==> config.mk <==
export PLATFORM = sky130hd
export DESIGN_NAME = delay_divider
export DESIGN_NICKNAME = d
export VERILOG_FILES = /design/src/rtl/delay_div_pkg.sv /design/src/rtl/div_mask_gen.sv /design/src/rtl/div_section.sv /design/src/rtl/delay_divider.sv
export SDC_FILE = /design/constraint.sdc
export NUM_CORES = 1
export LEC_CHECK = 0
export BUFFER_PORTS_ARGS = -buffer_cell sky130_fd_sc_hd__buf_2
export CAP_MARGIN = 20
export CORE_ASPECT_RATIO = 1.1
export CORE_MARGIN = 5
export CORE_UTILIZATION = 55
export DETAILED_ROUTE_END_ITERATION = 12
export GPL_TIMING_DRIVEN = 0
export HOLD_SLACK_MARGIN = 0.15
export PLACE_DENSITY = 0.79
export SLEW_MARGIN = 25
export SYNTH_ARGS = -nofsm -noshare
export SYNTH_HDL_FRONTEND = slang
export SYNTH_HIERARCHICAL = 1
export SYNTH_SLANG_ARGS = --single-unit
export TNS_END_PERCENT = 10
==> constraint.sdc <==
create_clock -name clk -period 3.95 [get_ports clk]
set_input_delay 0.79 -clock clk [delete_from_list [all_inputs] [get_ports clk]]
set_output_delay 0.79 -clock clk [all_outputs]
set_load 0.01 [all_outputs]
==> src/rtl/delay_div_pkg.sv <==
// Shared types and helpers for the power-of-two delay divider.
// Assumes section widths are powers of two so a select field spans them exactly.
package delay_div_pkg;

    // Layout chosen by the most significant select bit.
    typedef enum logic {
        MODE_SPLIT = 1'b0,
        MODE_CHAIN = 1'b1
    } div_mode_e;

    // True when a bit position lies under the selected tap span.
    function automatic logic below_tap(input int unsigned bitpos, input int unsigned span);
        return bitpos < span;
    endfunction

endpackage

==> src/rtl/div_mask_gen.sv <==
// Decodes the select code into a per-section count mask.
// Chain mode: lower sections fully enabled, top section limited to the tap span.
// Split mode: every section limited to the same tap span.
// Assumes SECT_W is a power of two and SEL_W = $clog2(SECT_W)+1.
module div_mask_gen
    import delay_div_pkg::*;
#(
    parameter int SECT_W   = 8,
    parameter int SECTIONS = 3,
    localparam int SEL_W   = $clog2(SECT_W) + 1,
    localparam int TOTAL_W = SECT_W * SECTIONS
) (
    input  logic [SEL_W-1:0]   sel,
    output div_mode_e          mode,
    output logic [TOTAL_W-1:0] mask
);

    localparam int LOW_W = SEL_W - 1;

    logic [SEL_W-1:0] span;

    // Mode from the top select bit, span = low bits + 1 (1..SECT_W).
    always_comb begin
        mode = div_mode_e'(sel[SEL_W-1]);
        span = {1'b0, sel[LOW_W-1:0]} + SEL_W'(1);
    end

    for (genvar s = 0; s < SECTIONS; s++) begin : g_sect
        for (genvar b = 0; b < SECT_W; b++) begin : g_bit
            if (s == SECTIONS - 1) begin : g_top
                // Top section is limited in both modes.
                assign mask[s*SECT_W + b] = below_tap(b, int'(span));
            end else begin : g_low
                // Lower sections are fully enabled only when chained.
                assign mask[s*SECT_W + b] = (mode == MODE_CHAIN) ? 1'b1
                                          : below_tap(b, int'(span));
            end
        end
    end

endmodule

==> src/rtl/div_section.sv <==
// One counter section of the divider chain.
// On a strobe it loads (q+1)&mask when its carry input is set, else q&mask,
// so bits outside the mask are cleared by any strobe.
// full reports that every masked bit is one.
module div_section #(
    parameter int SECT_W = 8
) (
    input  logic              clk,
    input  logic              rst_n,
    input  logic              clr,
    input  logic              step,
    input  logic              carry_in,
    input  logic [SECT_W-1:0] mask,
    output logic [SECT_W-1:0] q,
    output logic              full
);

    logic [SECT_W-1:0] q_next;

    // Next value for a strobe: increment or hold, both confined to the mask.
    always_comb begin
        if (carry_in) begin
            q_next = (q + SECT_W'(1)) & mask;
        end else begin
            q_next = q & mask;
        end
        full = ((q & mask) == mask);
    end

    // Section register with reset, clear priority and strobe enable.
    always_ff @(posedge clk) begin
        if (!rst_n) begin
            q <= '0;
        end else if (clr) begin
            q <= '0;
        end else if (step) begin
            q <= q_next;
        end
    end

endmodule

==> src/rtl/delay_divider.sv <==
// Programmable power-of-two delay divider.
// Sections are chained or run in parallel by the select MSB; the tap inside
// the top (or each) section is set by the low select bits. tc is a registered
// one-cycle pulse on the strobe that completes the selected ratio.
// Assumes SECT_W is a power of two; reset is synchronous, active low.
module delay_divider
    import delay_div_pkg::*;
#(
    parameter int SECT_W   = 8,
    parameter int SECTIONS = 3,
    localparam int SEL_W   = $clog2(SECT_W) + 1,
    localparam int TOTAL_W = SECT_W * SECTIONS
) (
    input  logic               clk,
    input  logic               rst_n,
    input  logic               clr,
    input  logic               step,
    input  logic [SEL_W-1:0]   sel,
    output logic [TOTAL_W-1:0] count,
    output logic               tc
);

    div_mode_e             mode;
    logic [TOTAL_W-1:0]    mask;
    logic [SECTIONS-1:0]   carry;
    logic [SECTIONS-1:0]   full;
    logic                  hit;

    div_mask_gen #(
        .SECT_W  (SECT_W),
        .SECTIONS(SECTIONS)
    ) u_mask (
        .sel (sel),
        .mode(mode),
        .mask(mask)
    );

    for (genvar s = 0; s < SECTIONS; s++) begin : g_sec
        if (s == 0) begin : g_first
            // Lowest section always counts on a strobe.
            assign carry[s] = 1'b1;
        end else begin : g_next
            // Chain: ripple on full lower sections; split: count every strobe.
            assign carry[s] = (mode == MODE_SPLIT) ? 1'b1 : (carry[s-1] & full[s-1]);
        end

        div_section #(
            .SECT_W(SECT_W)
        ) u_sec (
            .clk     (clk),
            .rst_n   (rst_n),
            .clr     (clr),
            .step    (step),
            .carry_in(carry[s]),
            .mask    (mask[s*SECT_W +: SECT_W]),
            .q       (count[s*SECT_W +: SECT_W]),
            .full    (full[s])
        );
    end

    // Terminal condition: lowest section in split mode, whole chain otherwise.
    always_comb begin
        if (mode == MODE_SPLIT) begin
            hit = full[0];
        end else begin
            hit = carry[SECTIONS-1] & full[SECTIONS-1];
        end
    end

    // Terminal-count pulse register.
    always_ff @(posedge clk) begin
        if (!rst_n) begin
            tc <= 1'b0;
        end else if (clr) begin
            tc <= 1'b0;
        end else begin
            tc <= step & hit;
        end
    end

endmodule

==> results of run 1 <==
[worst max-delay path by stage]
stage	start	end	slack (ns)	cells after the start
after floorplan	sel[0]	g_sec[2].u_sec/q[5]	0.67	15
after global placement	sel[0]	g_sec[2].u_sec/q[5]	0.31	16
after detailed placement	sel[0]	g_sec[1].u_sec/q[5]	0.27	14
after CTS	sel[0]	g_sec[1].u_sec/q[5]	0.63	14
after global routing	sel[1]	g_sec[2].u_sec/q[5]	0.42	16
final	sel[0]	g_sec[1].u_sec/q[5]	0.60	14
[Yosys cell counts, types with 5 or more instances]
cell type  instances
nand2b_1          15
buf_4             10
dfxtp_1           25
inv_1             10
o21ai_0           14
ha_1               5
nand2_1           21
nor3_1             6
nand4_1            6
a21oi_1           12
nor2_1            10
nor2b_1            7
[registers in the layout, summed over array words and instances (netlist names)]
name	count
g_sec.u_sec/q	24
tc	1
[critical path, stage by stage]
cell	delay [ns]
buf_2	0.12
ha_1	0.26
or2_1	0.26
o21ai_4	0.09
inv_2	0.06
or3_1	0.36
inv_1	0.10
o2111ai_1	0.10
nor4_1	0.39
nand2b_1	0.27
and4_4	0.28
nand3_2	0.09
mux2_4	0.32
a21oi_2	0.12
[cell families (layout without fill, tap and decap cells)]
| kind of cell | Yosys count | count (layout) | synth area share [%] |
|---|---|---|---|
| muxes | 6 | 6 | 4.19 |
| xor gates and xnor gates | 3 | 3 | 1.47 |
| DFF | 25 | 25 | 27.9 |
| adders and majority gates | 5 | 5 | 3.49 |
| and+or+nand+nor | 107 | 107 | 35.5 |
| AOI/OAI and AO/OA | 53 | 53 | 19.5 |
| buffers and inverters | 27 | 63 | 7.75 |
| other | 1 | 6 | 0.209 |
[metal layers]
| layer | up-vias | routed length (µm) |
|---|---|---|
| met5 | - | 0 |
| met4 | 0 | 49 |
| met3 | 4 | 182 |
| met2 | 36 | 2010 |
| met1 | 794 | 1900 |
| li1 | 887 | - |
[power by group through the flow]
stage	Clock (mW)	Combinational [mW]	Sequential, mW
floorplan	0	0.0580	0.261
global placement	0	0.0816	0.260
detailed placement	0	0.0825	0.261
CTS	0.125	0.0827	0.255
global route	0.134	0.0938	0.256
finish	0.121	0.0826	0.255
[per-stage QoR]
| step | instance area [µm²] | util [%] | hold WS [ns] | power [mW] |
|---|---|---|---|---|
| 3_5_place_dp | 2010 | 65.0 | 0.514 | 0.343 |
| 4_1_cts | 2040 | 65.9 | 0.535 | 0.463 |
| 6_report | 2040 | 65.9 | 0.534 | 0.459 |
| 3_3_place_gp | 2010 | 65.0 | 0.506 | 0.342 |
| 5_1_grt | 2040 | 65.9 | 0.565 | 0.483 |
| 2_1_floorplan | 1810 | - | 0.522 | 0.319 |
[area by class of cell]
class	instances	area [µm²]	area share, %
Buffer	13	86.3	4.22
Clock buffer	3	22.5	1.10
Clock inverter	1	7.51	0.367
Inverter	14	52.6	2.57
Multi-Input combinational cell	180	1170	57.3
Sequential cell	25	500	24.5
Tap cell	34	42.5	2.08
Timing Repair Buffer	32	160	7.83
==> flow_summary.json, run 1 <==
{
  "run_status": "complete, no violations",
  "clk_latency_ns": 0.32,
  "grt_pass1_wl_mm": 7.22,
  "r2r_start": "g_sec[0].u_sec/q[4]",
  "viasPerCell": 5.70,
  "n_fill_cell": 292,
  "whs_endpoint": "g_sec[1].u_sec/q[0]",
  "cts_resized": 0,
  "grtUsageMet3_pct": 2.56,
  "dp.cells": 298,
  "place_congestion": 0.891,
  "nets": 282,
  "yosysTopAreaCell": "dfxtp_1",
  "holdCritPathClass": "reg -> reg",
  "slew_viol_final": 0,
  "synth_top_flop_cell": "dfxtp_1",
  "synthArstFlopShare_pct": 0,
  "p_clk_share_pct": 26.4,
  "io_pins": 33,
  "mostFrequentLayoutCells": "buf_2, dfxtp_1, nand2_1, nand2b_1, o21ai_0",
  "p_sw_mw": 0.134,
  "dieArea_um2": 4500,
  "worstPathMaxFanout": 6,
  "layout_min_cycle_time_ns": 3.35,
  "p_per_area_nw_per_um2": 224,
  "overflow": 0,
  "drt_first_pass_iters": 4,
  "tns_ns": 0,
  "cts_buffers": 3,
  "ys_ff_latch": 25,
  "postCtsSetupRepairBufs": 0,
  "synth_top_area_share_pct": 27.9,
  "drive_above_1_share_pct": 27.2,
  "p_sw_share_pct": 29.3,
  "drv_cap": 0,
  "netlist_area_um2": 1790,
  "ys_seq_area_share_pct": 27.9,
  "finalCritPeriodShare_pct": 84.7,
  "grtUsageTotal_pct": 19.5,
  "vias": 1721,
  "synth_cell_types": 44,
  "p_int_mw": 0.325,
  "root_buffer": "clkbuf_4",
  "comb_power_share_pct": 18.0,
  "slew_headroom_pct": 66.9,
  "ys_top_cells_by_area": "dfxtp_1, nand2b_1, nand2_1, buf_4, o21ai_0",
  "pre_cts_slack_ns": 0.269,
  "seqPwrFrac_pct": 55.6,
  "clock-sinks": 25,
  "rsz0062_at_grt": "no",
  "reg2reg_to": "g_sec[1].u_sec/q[5]",
  "wl_mm": 4.14,
  "dp_hpwl_mm": 3.18,
  "met1_usage_pct": 26.2,
  "clkSlewWorstSetupHoldPaths_ns": 0.15,
  "ctsHoldBuffers": 0,
  "dieWidth_um": 64.4,
  "start_util_pct": 57.8,
  "skew_ns": 0.00952,
  "ant_nets": 0,
  "n_antenna_cell": 0,
  "cp_data_arrival_time_ns": 3.62,
  "grt_max_degree": 26,
  "synth-edff-count": 0,
  "die_h_um": 69.9,
  "rows": 21,
  "drc_errors": 0,
  "numPortBuffers": 32,
  "max-vdd-ir-drop_mv": 0.134,
  "cts_tree": "yes",
  "grt.busiest_layer": "met2",
  "end_kind": "flop",
  "wl_per_cell_um": 13.7,
  "grt_pass1_vias": 1565,
  "worst_pin_slew_ns": 0.492,
  "syn2layout_area_growth_pct": 14.0,
  "antenna_found_initial": 0,
  "ff2ff_path_depth": 8,
  "first_iter_violations": 141,
  "power.leakage_nw": 0.907,
  "ff2ff_setup_slack_ns": 1.70,
  "syn_area_per_cell_um2": 7.90,
  "final_common_cell": "buf_2",
  "worst-setup-path-type": "in -> reg",
  "final_cell_count_no_fill": 302,
  "required_ns": 4.22,
  "yosysWarnings": 6,
  "cts_buffer_depth": 2,
  "fin_ws_ns": 0.604,
  "clock.fmax_mhz": 299,
  "syn_inst": 227,
  "hold_depth": 2,
  "core_um2": 3100,
  "met2_usage_pct": 32.6,
  "h-tree-depth": 1,
  "hold_viol": 0,
  "startpoint_type": "input port",
  "finalSetupViolations": 0,
  "hold_start": "g_sec[1].u_sec/q[0]"
}
Power figures use the tool's default switching activity.
==> inputs of run 2 (changes only) <==
Clock period 3.95 ns to 3.1 ns, I/O delays scaled along.
==> run 2 against run 1 <==
Compared with the run above: sequential share of layout area shrank 1.4 points; largest cell class unchanged; non-clock buffer count grew 8; via count grew 5.4%; final area grew 5.9%.
==> flow_summary.json, run 2 (synthesis gave the netlist of run 1 again) <==
{
  "layout_min_cycle_time_ns": 3.08,
  "p_int_mw": 0.426,
  "overflow": 0,
  "dieWidth_um": 64.4,
  "place_congestion": 0.897,
  "total_power_mw": 0.595,
  "cts_buffer_depth": 2,
  "cp.buffers_inverters": 5,
  "rsz0062_at_grt": "yes",
  "critPathTopFamily": "simple AND/OR/NAND/NOR gates",
  "grt_pass1_wl_mm": 7.59,
  "seq_area_um2": 500,
  "power.leakage_nw": 0.955,
  "clock.fmax_mhz": 325,
  "hold_slack_ns": 0.532,
  "p_sw_share_pct": 28.3,
  "clk_latency_ns": 0.32,
  "wl_mm": 4.47,
  "core_um2": 3100,
  "worst-setup-path-type": "in -> reg",
  "skew_ns": 0.00807,
  "first_iter_violations": 150,
  "h-tree-depth": 1,
  "reg_top3": "g_sec.u_sec/q x24, tc x1",
  "p_sw_mw": 0.169,
  "cp_cell_sequence": "buf_8 > ha_4 > or2_4 > o21ai_4 > inv_2 > or3_4 > buf_6 > inv_4 > o2111ai_2 > nor4_2 > nand2_1 > nand2_2 > and4_4 > buf_4 > nand4_1 > xor2_1 > nor3_1",
  "worstPathMaxFanout": 6,
  "n_antenna_cell": 0,
  "holdCritPathClass": "reg -> reg",
  "critical_path.slowest_cell": "or3_4",
  "dp_hpwl_mm": 3.32,
  "cts_tree": "yes",
  "dieArea_um2": 4500,
  "rows": 21,
  "required_ns": 3.35,
  "vias": 1814,
  "drive_above_1_share_pct": 31.9,
  "run_status": "complete, no violations",
  "n_fill_cell": 284,
  "grt_max_degree": 26,
  "hold_viol": 0,
  "antenna_found_initial": 0,
  "top_register": "g_sec.u_sec/q",
  "clock-sinks": 25,
  "r2r_start": "g_sec[1].u_sec/q[4]",
  "io_pins": 33,
  "cts_buffers": 3,
  "hold_start": "g_sec[1].u_sec/q[0]",
  "finalCritPeriodShare_pct": 99.2,
  "syn2layout_area_growth_pct": 20.7,
  "final_common_cell": "buf_2",
  "multi_input_area_um2": 1210,
  "drv_cap": 0,
  "largest_reg_flops": 24,
  "drt_first_pass_iters": 4,
  "nets": 290,
  "wl_per_cell_um": 14.4,
  "mostFrequentLayoutCells": "buf_2, dfxtp_1, nand2_1, buf_4, nand2b_1",
  "root_buffer": "clkbuf_4",
  "die_h_um": 69.9,
  "comb_power_share_pct": 20.8,
  "drc_errors": 0,
  "max_stage_delay_ns": 0.41,
  "slew_viol_final": 0,
  "start_util_pct": 57.8,
  "viasPerCell": 5.85,
  "critPathLaunch": "sel[1]",
  "finalSetupViolations": 0,
  "grt_pass1_vias": 1727,
  "max-vdd-ir-drop_mv": 0.196,
  "numPortBuffers": 32,
  "startpoint_type": "input port",
  "p_per_area_nw_per_um2": 275,
  "cp_data_arrival_time_ns": 3.32,
  "grtUsageTotal_pct": 20.5,
  "seqPwrFrac_pct": 54.6,
  "end_kind": "flop",
  "ant_nets": 0,
  "ctsHoldBuffers": 0,
  "p_clk_share_pct": 24.6,
  "clkSlewWorstSetupHoldPaths_ns": 0.14
}
[run 2: stage by stage]
step / setup TNS [ns] / setup WS (ns) / instances / instance area, µm² / util (%)
2_1_floorplan: 0 / 0.0337 / 232 / 1830 / -
3_3_place_gp: -1.90 / -0.351 / 298 / 2030 / 65.6
3_5_place_dp: -2.44 / -0.397 / 298 / 2030 / 65.6
4_1_cts: 0 / 0.0156 / 302 / 2070 / 66.7
5_1_grt: -0.196 / -0.120 / 310 / 2160 / 69.8
6_report: 0 / 0.0243 / 310 / 2160 / 69.8
[run 2: worst reg2reg max path, stage by stage (launching register included)]
cell,delay (ns)
dfxtp_1,0.49
nand2b_1,0.16
o2111ai_2,0.12
nor4_2,0.32
nand2_1,0.10
nand2_2,0.12
and4_4,0.25
buf_4,0.11
nand4_1,0.12
xor2_1,0.17
nor3_1,0.14
[run 2: final cells by class]
type | count | area share [%]
well taps | 34 | 1.97
multi-input cells | 180 | 56.1
plain buffers | 13 | 4.16
inverters | 14 | 2.54
clock buffers | 4 | 1.21
flip-flops and latches | 25 | 23.1
repair buffers | 40 | 10.9
[run 2: routing by layer]
metal | up-vias | track usage [%] | share of wire [%]
met5 | - | 0 | 0
met4 | 0 | 8.45 | 2.0
met3 | 10 | 3.37 | 4.0
met2 | 46 | 34.7 | 51
met1 | 857 | 25.3 | 43
li1 | 901 | - | -
[run 2: power by group through the flow]
stage               Combinational [mW]  Clock (mW)  Sequential, mW
finish                           0.124       0.146           0.325
global route                     0.138       0.160           0.325
CTS                              0.109       0.154           0.325
detailed placement               0.108           0           0.332
global placement                 0.106           0           0.332
floorplan                       0.0757           0           0.332
[run 2: timing repair]
| action | CTS | global route |
|---|---|---|
| endpoints found under the setup margin | 1 | 5 |
| buffers inserted | 0 | 8 |
| resized for setup | 1 | 12 |
| cloned | 0 | 0 |
| pin swaps | 1 | 8 |
[run 2: final timing paths]
| kind | to | slack (ns) | depth (start not counted) |
|---|---|---|---|
| hold / removal | g_sec[1].u_sec/q[0] | 0.53 | 2 |
| setup / recovery | g_sec[2].u_sec/q[7] | 0.02 | 17 |
| setup reg to reg | g_sec[2].u_sec/q[7] | 0.93 | 10 |
| hold reg to reg | g_sec[1].u_sec/q[0] | 0.53 | 2 |
==> inputs of run 3 (changes only) <==
Settings changed: CORE_ASPECT_RATIO 1.1 to default.
==> run 3 against run 2 <==
Compared with the run above: clock power about the same; core utilization up 1.4 points; sequential power about the same; register-to-register slack worse by 0.04 ns; critical endpoint is now g_sec[2].u_sec/q[5].
==> flow_summary.json, run 3 (synthesis gave the netlist of run 1 again) <==
{
  "overflow": 0,
  "start_util_pct": 58.3,
  "h-tree-depth": 1,
  "hold_depth": 2,
  "reg_top3": "g_sec.u_sec/q x24, tc x1",
  "root_buffer": "clkbuf_4",
  "startpoint_type": "input port",
  "critPathTopFamily": "simple AND/OR/NAND/NOR gates",
  "critical_path.slowest_cell": "or3_4",
  "io_pins": 33,
  "cp.buffers_inverters": 4,
  "place_area_um2": 2050,
  "max-vdd-ir-drop_mv": 0.148,
  "grt_pass1_vias": 1627,
  "whs_endpoint": "g_sec[0].u_sec/q[0]",
  "slew_viol_final": 0,
  "dieArea_um2": 4500,
  "top_register": "g_sec.u_sec/q",
  "wl_per_cell_um": 13.5,
  "drt_first_pass_iters": 4,
  "cts_tree": "yes",
  "clock.fmax_mhz": 325,
  "max_stage_delay_ns": 0.40,
  "r2r_start": "g_sec[0].u_sec/q[4]",
  "syn2layout_area_growth_pct": 22.2,
  "cp_data_arrival_time_ns": 3.33,
  "reg2reg_to": "g_sec[2].u_sec/q[5]",
  "nets": 293,
  "required_ns": 3.35,
  "power.leakage_nw": 0.966,
  "drc_errors": 0,
  "first_iter_violations": 147,
  "rows": 20,
  "finalCritPeriodShare_pct": 99.2,
  "largest_reg_flops": 24,
  "core_um2": 3080,
  "ff2ff_path_depth": 10,
  "dp_hpwl_mm": 3.24,
  "cts_buffers": 3,
  "drive_above_1_share_pct": 33.3,
  "vias": 1772,
  "grt_pass1_wl_mm": 7.19,
  "ff2ff_setup_slack_ns": 0.89,
  "clkSlewWorstSetupHoldPaths_ns": 0.14,
  "ant_nets": 0,
  "worst-setup-path-type": "in -> reg",
  "hold_start": "g_sec[0].u_sec/q[0]",
  "end_kind": "flop",
  "grt_max_degree": 26,
  "n_antenna_cell": 0,
  "drv_cap": 0,
  "final_common_cell": "buf_2",
  "clk_latency_ns": 0.32,
  "cp_cell_sequence": "buf_4 > ha_4 > or2_4 > o21ai_4 > inv_2 > or3_4 > buf_6 > inv_2 > o2111ai_2 > nor4_2 > nand2_1 > nand2_2 > and4_4 > nand3_2 > mux2_4 > a21oi_2",
  "antenna_found_initial": 0,
  "cts_buffer_depth": 2,
  "skew_ns": 0.0133,
  "finalSetupViolations": 0,
  "total_power_mw": 0.593,
  "tns_ns": 0,
  "clock-sinks": 25,
  "die_h_um": 67.1,
  "wl_mm": 4.37,
  "numPortBuffers": 32,
  "cpMostUsedCell": "inv_2",
  "holdCritPathClass": "reg -> reg",
  "viasPerCell": 5.49,
  "hold_viol": 0,
  "dieWidth_um": 67.1,
  "worstPathMaxFanout": 7,
  "run_status": "complete, no violations",
  "fin_area_um2": 2190,
  "mostFrequentLayoutCells": "buf_2, dfxtp_1, buf_4, nand2_1",
  "place_congestion": 0.852,
  "grtUsageTotal_pct": 20.4,
  "layout_min_cycle_time_ns": 3.08,
  "p_per_area_nw_per_um2": 271
}
-- run 3: changes by cell type in the layout (fill, tap and decap cells not counted) --
cell      delta
inv_1        -1
buf_8        -1
nand2b_4     +1
buf_4        +4
buf_6        -1
buf_2        +1
inv_4        -1
nand2b_1     -1
inv_2        +2
-- run 3: metal layers --
layer  track usage, %  vias to the layer above  routed length (µm)  part of all wire (%)
met5                0                        -                   0                     0
met4             6.08                        0                  50                   1.1
met3             2.53                        6                 188                   4.3
met2             32.5                       39                1960                    45
met1             28.4                      818                2170                    50
li1                 -                      909                   -                     -
-- run 3: report_power, final --
part	total [mW]	switching [mW]	internal [mW]
clock network	0.146	0.0958	0.0502
logic	0.122	0.0702	0.0517
registers	0.325	0.00211	0.323
-- run 3: what timing repair did --
item | in CTS | in global routing
setup buffers | 0 | 11
gates resized for setup | 2 | 9
pin swaps | 1 | 7
endpoints found under the setup margin | 3 | 6
hold buffers | 0 | 0
-- run 3: worst max path at each step --
stage            from                   to  slack [ns]  depth (start not counted)
2_1_floorplan  sel[0]  g_sec[2].u_sec/q[5]        0.03                         15
3_3_place_gp   sel[1]  g_sec[2].u_sec/q[5]       -0.40                         16
3_5_place_dp   sel[1]  g_sec[1].u_sec/q[5]       -0.45                         14
4_1_cts        sel[1]  g_sec[1].u_sec/q[5]        0.04                         14
5_1_grt        sel[1]  g_sec[2].u_sec/q[5]       -0.09                         16
6_report       sel[1]  g_sec[2].u_sec/q[5]        0.02                         16
-- run 3: area by class of cell --
type | instances | area [µm²]
Sequential cell | 25 | 500
Tap cell | 44 | 55.1
Inverter | 14 | 52.6
Fill cell | 273 | 887
Clock buffer | 4 | 26.3
Timing Repair Buffer | 43 | 245
Multi-Input combinational cell | 180 | 1220
Buffer | 13 | 90.1
-- run 3: stage by stage --
stage	hold slack (ns)	setup slack (ns)	instances	util, %
6_report	0.528	0.0247	323	71.2
5_1_grt	0.570	-0.0945	323	71.2
3_3_place_gp	0.508	-0.403	308	66.5
2_1_floorplan	0.522	0.0337	232	-
3_5_place_dp	0.513	-0.448	308	66.5
4_1_cts	0.534	0.0444	312	67.8
-- run 3: worst reg2reg max path, cell delays in order, from the launching register on --
cell,delay (ns)
dfxtp_1,0.47
nand2b_1,0.15
o2111ai_1,0.13
nor4_2,0.28
buf_4,0.17
nand2_1,0.06
nand2_2,0.12
and4_4,0.26
nand3_2,0.08
mux2_4,0.32
a21oi_2,0.11
